<file path="src/rtl/keypad_pkg.sv">
package keypad_pkg;

   typedef enum logic [1:0] {
      KP_SEL_BOTH = 2'b00,
      KP_SEL_BTN  = 2'b01,
      KP_SEL_DIR  = 2'b10,
      KP_SEL_CTRL = 2'b11
   } kp_sel_e;

   localparam int KP_SEL_W = 2;

endpackage

</file>
<file path="src/rtl/keypad_sel_reg.sv">
module keypad_sel_reg
   import keypad_pkg::*;
#(
   parameter int DATA_W  = 8,
   parameter int SEL_LSB = 4
) (
   input  logic              clk,
   input  logic              rst_n,
   input  logic              wr_en,
   input  logic [DATA_W-1:0] wr_data,
   output kp_sel_e           sel_q,
   output kp_sel_e           sel_next
);

   if (SEL_LSB + KP_SEL_W > DATA_W) begin : g_bad_lsb
      $error("selector field exceeds data width");
   end

   always_comb begin
      if (wr_en) sel_next = kp_sel_e'(wr_data[SEL_LSB +: KP_SEL_W]);
      else       sel_next = sel_q;
   end

   always_ff @(posedge clk) begin
      if (!rst_n) sel_q <= KP_SEL_CTRL;
      else        sel_q <= sel_next;
   end

endmodule

</file>
<file path="src/rtl/keypad_nibble_sel.sv">
module keypad_nibble_sel
   import keypad_pkg::*;
#(
   parameter int NIB_W  = 4,
   parameter int CTRL_W = 2
) (
   input  kp_sel_e             sel,
   input  logic [2*NIB_W-1:0]  keys_raw,
   input  logic [CTRL_W-1:0]   ctrl_idx,
   output logic [NIB_W-1:0]    pressed
);

   logic [2*NIB_W-1:0] keys_eff;
   logic [NIB_W-1:0]   grp_dir;
   logic [NIB_W-1:0]   grp_btn;

   // a nonzero controller index hides the local keys
   assign keys_eff = (ctrl_idx != '0) ? '0 : keys_raw;
   assign grp_dir  = keys_eff[2*NIB_W-1:NIB_W];
   assign grp_btn  = keys_eff[NIB_W-1:0];

   always_comb begin
      unique case (sel)
         KP_SEL_DIR:  pressed = grp_dir;
         KP_SEL_BTN:  pressed = grp_btn;
         KP_SEL_BOTH: pressed = grp_dir | grp_btn;
         default:     pressed = NIB_W'(ctrl_idx);
      endcase
   end

endmodule

</file>
<file path="src/rtl/keypad_fall_detect.sv">
module keypad_fall_detect #(
   parameter int NIB_W = 4
) (
   input  logic             clk,
   input  logic             rst_n,
   input  logic [NIB_W-1:0] lvl_next,
   output logic [NIB_W-1:0] lvl_q,
   output logic             fall_pulse
);

   logic [NIB_W-1:0] falls;

   assign falls = lvl_q & ~lvl_next;

   always_ff @(posedge clk) begin
      if (!rst_n) begin
         lvl_q      <= '1;
         fall_pulse <= 1'b0;
      end else begin
         lvl_q      <= lvl_next;
         fall_pulse <= |falls;
      end
   end

endmodule

</file>
<file path="src/rtl/keypad_oppose_filt.sv">
module keypad_oppose_filt
   import keypad_pkg::*;
#(
   parameter int NIB_W  = 4,
   parameter bit ENABLE = 1'b1
) (
   input  kp_sel_e          sel,
   input  logic             opp_en,
   input  logic [NIB_W-1:0] lvl_in,
   output logic [NIB_W-1:0] lvl_out
);

   localparam int PAIRS = NIB_W / 2;

   if (NIB_W % 2 != 0) begin : g_bad_nib
      $error("line nibble must hold whole pairs");
   end

   if (ENABLE) begin : g_filter
      logic active;
      assign active = opp_en && (sel == KP_SEL_DIR);
      for (genvar p = 0; p < PAIRS; p++) begin : g_pair
         always_comb begin
            if (active && (lvl_in[2*p +: 2] == 2'b00)) lvl_out[2*p +: 2] = 2'b11;
            else                                       lvl_out[2*p +: 2] = lvl_in[2*p +: 2];
         end
      end
   end else begin : g_pass
      logic unused_in;
      assign unused_in = opp_en ^ (^sel);
      assign lvl_out   = lvl_in;
   end

endmodule

</file>
<file path="src/rtl/keypad_matrix_port.sv">
module keypad_matrix_port
   import keypad_pkg::*;
#(
   parameter int DATA_W         = 8,
   parameter int NIB_W          = 4,
   parameter int CTRL_W         = 2,
   parameter int SEL_LSB        = 4,
   parameter bit HAS_OPP_FILTER = 1'b1
) (
   input  logic              clk,
   input  logic              rst_n,
   input  logic              wr_en,
   input  logic [DATA_W-1:0] wr_data,
   input  logic [DATA_W-1:0] keys_raw,
   input  logic [CTRL_W-1:0] ctrl_idx,
   input  logic              opp_mask_en,
   output logic [DATA_W-1:0] rd_data,
   output logic              irq_pulse
);

   if (DATA_W != 2 * NIB_W) begin : g_bad_width
      $error("key vector must be two nibbles");
   end
   if (CTRL_W > NIB_W) begin : g_bad_ctrl
      $error("controller index wider than line nibble");
   end
   if (SEL_LSB < NIB_W) begin : g_bad_sel
      $error("selector overlaps the line nibble");
   end

   kp_sel_e          sel_q;
   kp_sel_e          sel_next;
   logic [NIB_W-1:0] pressed;
   logic [NIB_W-1:0] lvl_next;
   logic [NIB_W-1:0] lvl_q;
   logic [NIB_W-1:0] lvl_shown;

   keypad_sel_reg #(.DATA_W(DATA_W), .SEL_LSB(SEL_LSB)) u_sel (
      .clk      (clk),
      .rst_n    (rst_n),
      .wr_en    (wr_en),
      .wr_data  (wr_data),
      .sel_q    (sel_q),
      .sel_next (sel_next)
   );

   keypad_nibble_sel #(.NIB_W(NIB_W), .CTRL_W(CTRL_W)) u_mux (
      .sel      (sel_next),
      .keys_raw (keys_raw),
      .ctrl_idx (ctrl_idx),
      .pressed  (pressed)
   );

   assign lvl_next = ~pressed;

   keypad_fall_detect #(.NIB_W(NIB_W)) u_fall (
      .clk        (clk),
      .rst_n      (rst_n),
      .lvl_next   (lvl_next),
      .lvl_q      (lvl_q),
      .fall_pulse (irq_pulse)
   );

   keypad_oppose_filt #(.NIB_W(NIB_W), .ENABLE(HAS_OPP_FILTER)) u_opp (
      .sel     (sel_q),
      .opp_en  (opp_mask_en),
      .lvl_in  (lvl_q),
      .lvl_out (lvl_shown)
   );

   always_comb begin
      rd_data                     = '1;
      rd_data[SEL_LSB +: KP_SEL_W] = sel_q;
      rd_data[NIB_W-1:0]          = lvl_shown;
   end

endmodule

</file>
<file path="config.mk">
export PLATFORM = sky130hd
export DESIGN_NAME = keypad_matrix_port
export DESIGN_NICKNAME = d
export VERILOG_FILES = /design/src/rtl/keypad_pkg.sv /design/src/rtl/keypad_sel_reg.sv /design/src/rtl/keypad_nibble_sel.sv /design/src/rtl/keypad_fall_detect.sv /design/src/rtl/keypad_oppose_filt.sv /design/src/rtl/keypad_matrix_port.sv
export SDC_FILE = /design/constraint.sdc
export NUM_CORES = 1
export LEC_CHECK = 0
export BUFFER_PORTS_ARGS = -buffer_cell sky130_fd_sc_hd__buf_2
export CAP_MARGIN = 15
export CORE_AREA = 2 2 39 41
export CTS_CLUSTER_DIAMETER = 40
export CTS_CLUSTER_SIZE = 16
export DETAILED_ROUTE_END_ITERATION = 6
export DIE_AREA = 0 0 41 43
export PLACE_DENSITY = 0.6
export SYNTH_ARGS = -nofsm -noshare
export SYNTH_HDL_FRONTEND = slang
export SYNTH_SLANG_ARGS = --single-unit
</file>
<file path="constraint.sdc">
create_clock -name clk -period 1.47 [get_ports clk]
set_input_delay 0 -clock clk [delete_from_list [all_inputs] [get_ports clk]]
set_output_delay 0 -clock clk [all_outputs]
set_load 0.02 [all_outputs]
</file>
==> results.tsv <==
stage	metric	value	unit
finish	final core occ	39.33	%
global_routing	number of global-route vias before repair	352	
global_routing	grt ovf	0	
critical_path	Worst Path Required	1.58	ns
clocking	Num CTS Buffers	3	
drt	drt first-iter violations	6	
place	Routability Congestion	0.7891	
critical_path	WS Path Type	flop to flop	
critical_path	crit-path max FO	6	
floorplan	die width	41	um
yosys	register area share after synthesis	37.71	%
flow_run	maxcap violations	0	
floorplan	core outline area	1384	um2
drt	via count	398	
finish	diode count	0	
floorplan	die area	1763	um2
yosys	synth unique cells	19	
floorplan	Starting Density	26.85	%
critical_path	Worst EP arrival	1.41	ns
floorplan	DIE HEIGHT	43	um
finish	post-layout net count	92	
drt	post-route ant nets	0	
worst_hold_path	HP Class	input pin to flop	
clocking	clk_lat worst skew	0.25	ns
global_routing	first-pass GRT wire length	1.380	mm
clocking	Longest Clk Path Bufs	2	
drt	Routed WL	877	um
critical_path	worst reg-to-reg path cell count	4	
sta	setup_tns	0	ns
finish	non-filler instance count after layout	85	
sta	max_slew headroom	67.12	%
clocking	clock slew at reported path FFs	0.06	ns
critical_path	CP Capture Type	flop	
finish	ratio of cells with drive above 1 in the final layout	43.48	%
sta	RSZ-0062 raised after global routing	no	
place	port bufs	22	
drt	DR WL/cell	10.32	um
global_routing	initial antenna violation count	0	
drt	drt first pass iters	4	
sta	worst slew pin tran	0.4795	ns
finish	cell area after layout	544.3	um2
yosys	synthesized cell area	371.6	um2
place	placed inst area	498.0	um2
outcome	status	finished, final reports clean	
sta	Worst Clk Skew	0.006552	ns
clocking	CTS tree	yes	
sta	final setup vio count	0	
clocking	post-cts sizing count	0	
clocking	hold buffers post-CTS	2	
sta	fmax	0.7714	GHz
floorplan	Rows	14	
finish	Area Growth Syn to Fin	46.46	%
global_routing	largest net degree at the start of global routing	7	
global_routing	All-Layer GR Usage	11.76	%
sta	Slew Limit Fails	0	
sta	crit share post-route	88.19	%
sta	final hold vios	0	
drt	Vias/cell	4.682	
yosys	number of synthesis warnings	0	
power_and_ir_drop	peak supply drop	0.5224	mV
clocking	number of post-CTS setup repair buffers	0	
critical_path	crit start category	flop	
clocking	clock root buffer	clkbuf_4	
floorplan	IO Count	31	
power_and_ir_drop	PwrDens	922.4	nW/um2
sta	fin crit period	1.296	ns
yosys	Avg Inst Size Synth	9.064	um2
clocking	H-tree depth	1	
worst_hold_path	WHS Path Cells	3	
power_and_ir_drop	leakage power	0.2658	nW
place	placed cell count	79	
yosys	register bit total from synthesis	7	
clocking	TritonCTS Sinks	7	
place	final HPWL from detailed placement	715	um
yosys	Mapped Cells	41	
drt	# DRC	0	
## routing by layer
layer	GRT usage (%)	share of wire [%]
met5	0	0
met4	10.67	3.6
met3	3.665	6.6
met2	15.94	44
met1	13.87	46
## stage by stage
step	hold WS (ns)	total power, W	setup slack [ns]
5_1_grt	0.05996	0.0005313	0.07131
4_1_cts	0.04355	0.0005048	0.1681
6_report	0.04614	0.0005020	0.1736
3_5_place_dp	0.2286	0.0003268	0.1775
3_3_place_gp	0.2247	0.0003252	0.1750
2_1_floorplan	0.06194	0.0002825	0.1236
## cell usage after synthesis
master    number  area (um2)
a211oi_1       1       7.510
dfxtp_1        7       140.1
a32oi_2        1       16.27
o21bai_1       3       22.52
conb_1         1       3.750
nand2b_1       1       6.260
inv_1          1       3.750
a22o_2         3       30.03
a22o_1         3       26.28
nor2_1         1       3.750
o21ai_0        2       10.01
and2_1         1       6.260
o221ai_1       1       8.760
nand3_1        1       5.000
buf_4          2       15.01
mux2i_1        2       20.02
nand2_1        7       26.28
nand3b_1       1       7.510
and3_1         2       12.51
## flip-flops by register name, indices dropped and copies added, names as in the netlist
name and count:
u_sel.sel_q 2, u_fall.lvl_q 4, u_fall.fall_pulse 1
## critical path: stages (launching register included)
cell and delay (ns):
dfxtp_1 0.36, mux2i_1 0.18, and3_1 0.24, a211oi_1 0.22, o221ai_1 0.17
## kinds of logic (layout without fill, tap and decap cells)
family / after synthesis / in the layout / share of synthesized area [%]
flops: 7 / 7 / 37.71
buf+inv: 3 / 30 / 5.048
mux: 2 / 2 / 5.387
other cells: 1 / 2 / 1.009
compound gates: 14 / 14 / 32.66
simple gates: 14 / 14 / 18.18
## worst paths after layout
path	to	from	slack, ns
max	u_fall.fall_pulse	u_sel.sel_q[0]	0.17
min	u_fall.lvl_q[2]	keys_raw[2]	0.05
max reg2reg	u_fall.fall_pulse	u_sel.sel_q[0]	0.17
min reg2reg	u_fall.fall_pulse	u_fall.lvl_q[0]	0.54
## where the power goes
part | switching [W] | total (W) | internal (W)
Combinational | 0.0000608 | 0.000117 | 0.0000566
Sequential | 0.00000717 | 0.000209 | 0.000202
Clock | 0.0000716 | 0.000175 | 0.000104
## layout make-up
cell class	instances	area [um2]
clock buffer	4	26.28
inverter	1	3.754
multi-input combinational	32	216.5
tap	16	20.02
sequential	7	140.1
fill	145	839.6
timing repair buffer	25	137.6
## cell usage in the layout (no fill, tap or decap), drive strengths merged
cell type / Yosys / routed
inv: 1 / 1
a32oi: 1 / 1
and2: 1 / 1
nand2b: 1 / 1
buf: 2 / 23
and3: 2 / 2
dfxtp: 7 / 7
nand3b: 1 / 1
nor2: 1 / 1
conb: 1 / 2
a22o: 6 / 6
dlygate4sd3: 0 / 2
a211oi: 1 / 1
o221ai: 1 / 1
nand3: 1 / 1
o21ai: 2 / 2
nand2: 7 / 7
mux2i: 2 / 2
clkbuf: 0 / 4
o21bai: 3 / 3
Note: power is estimated with default switching activity, not from simulation.
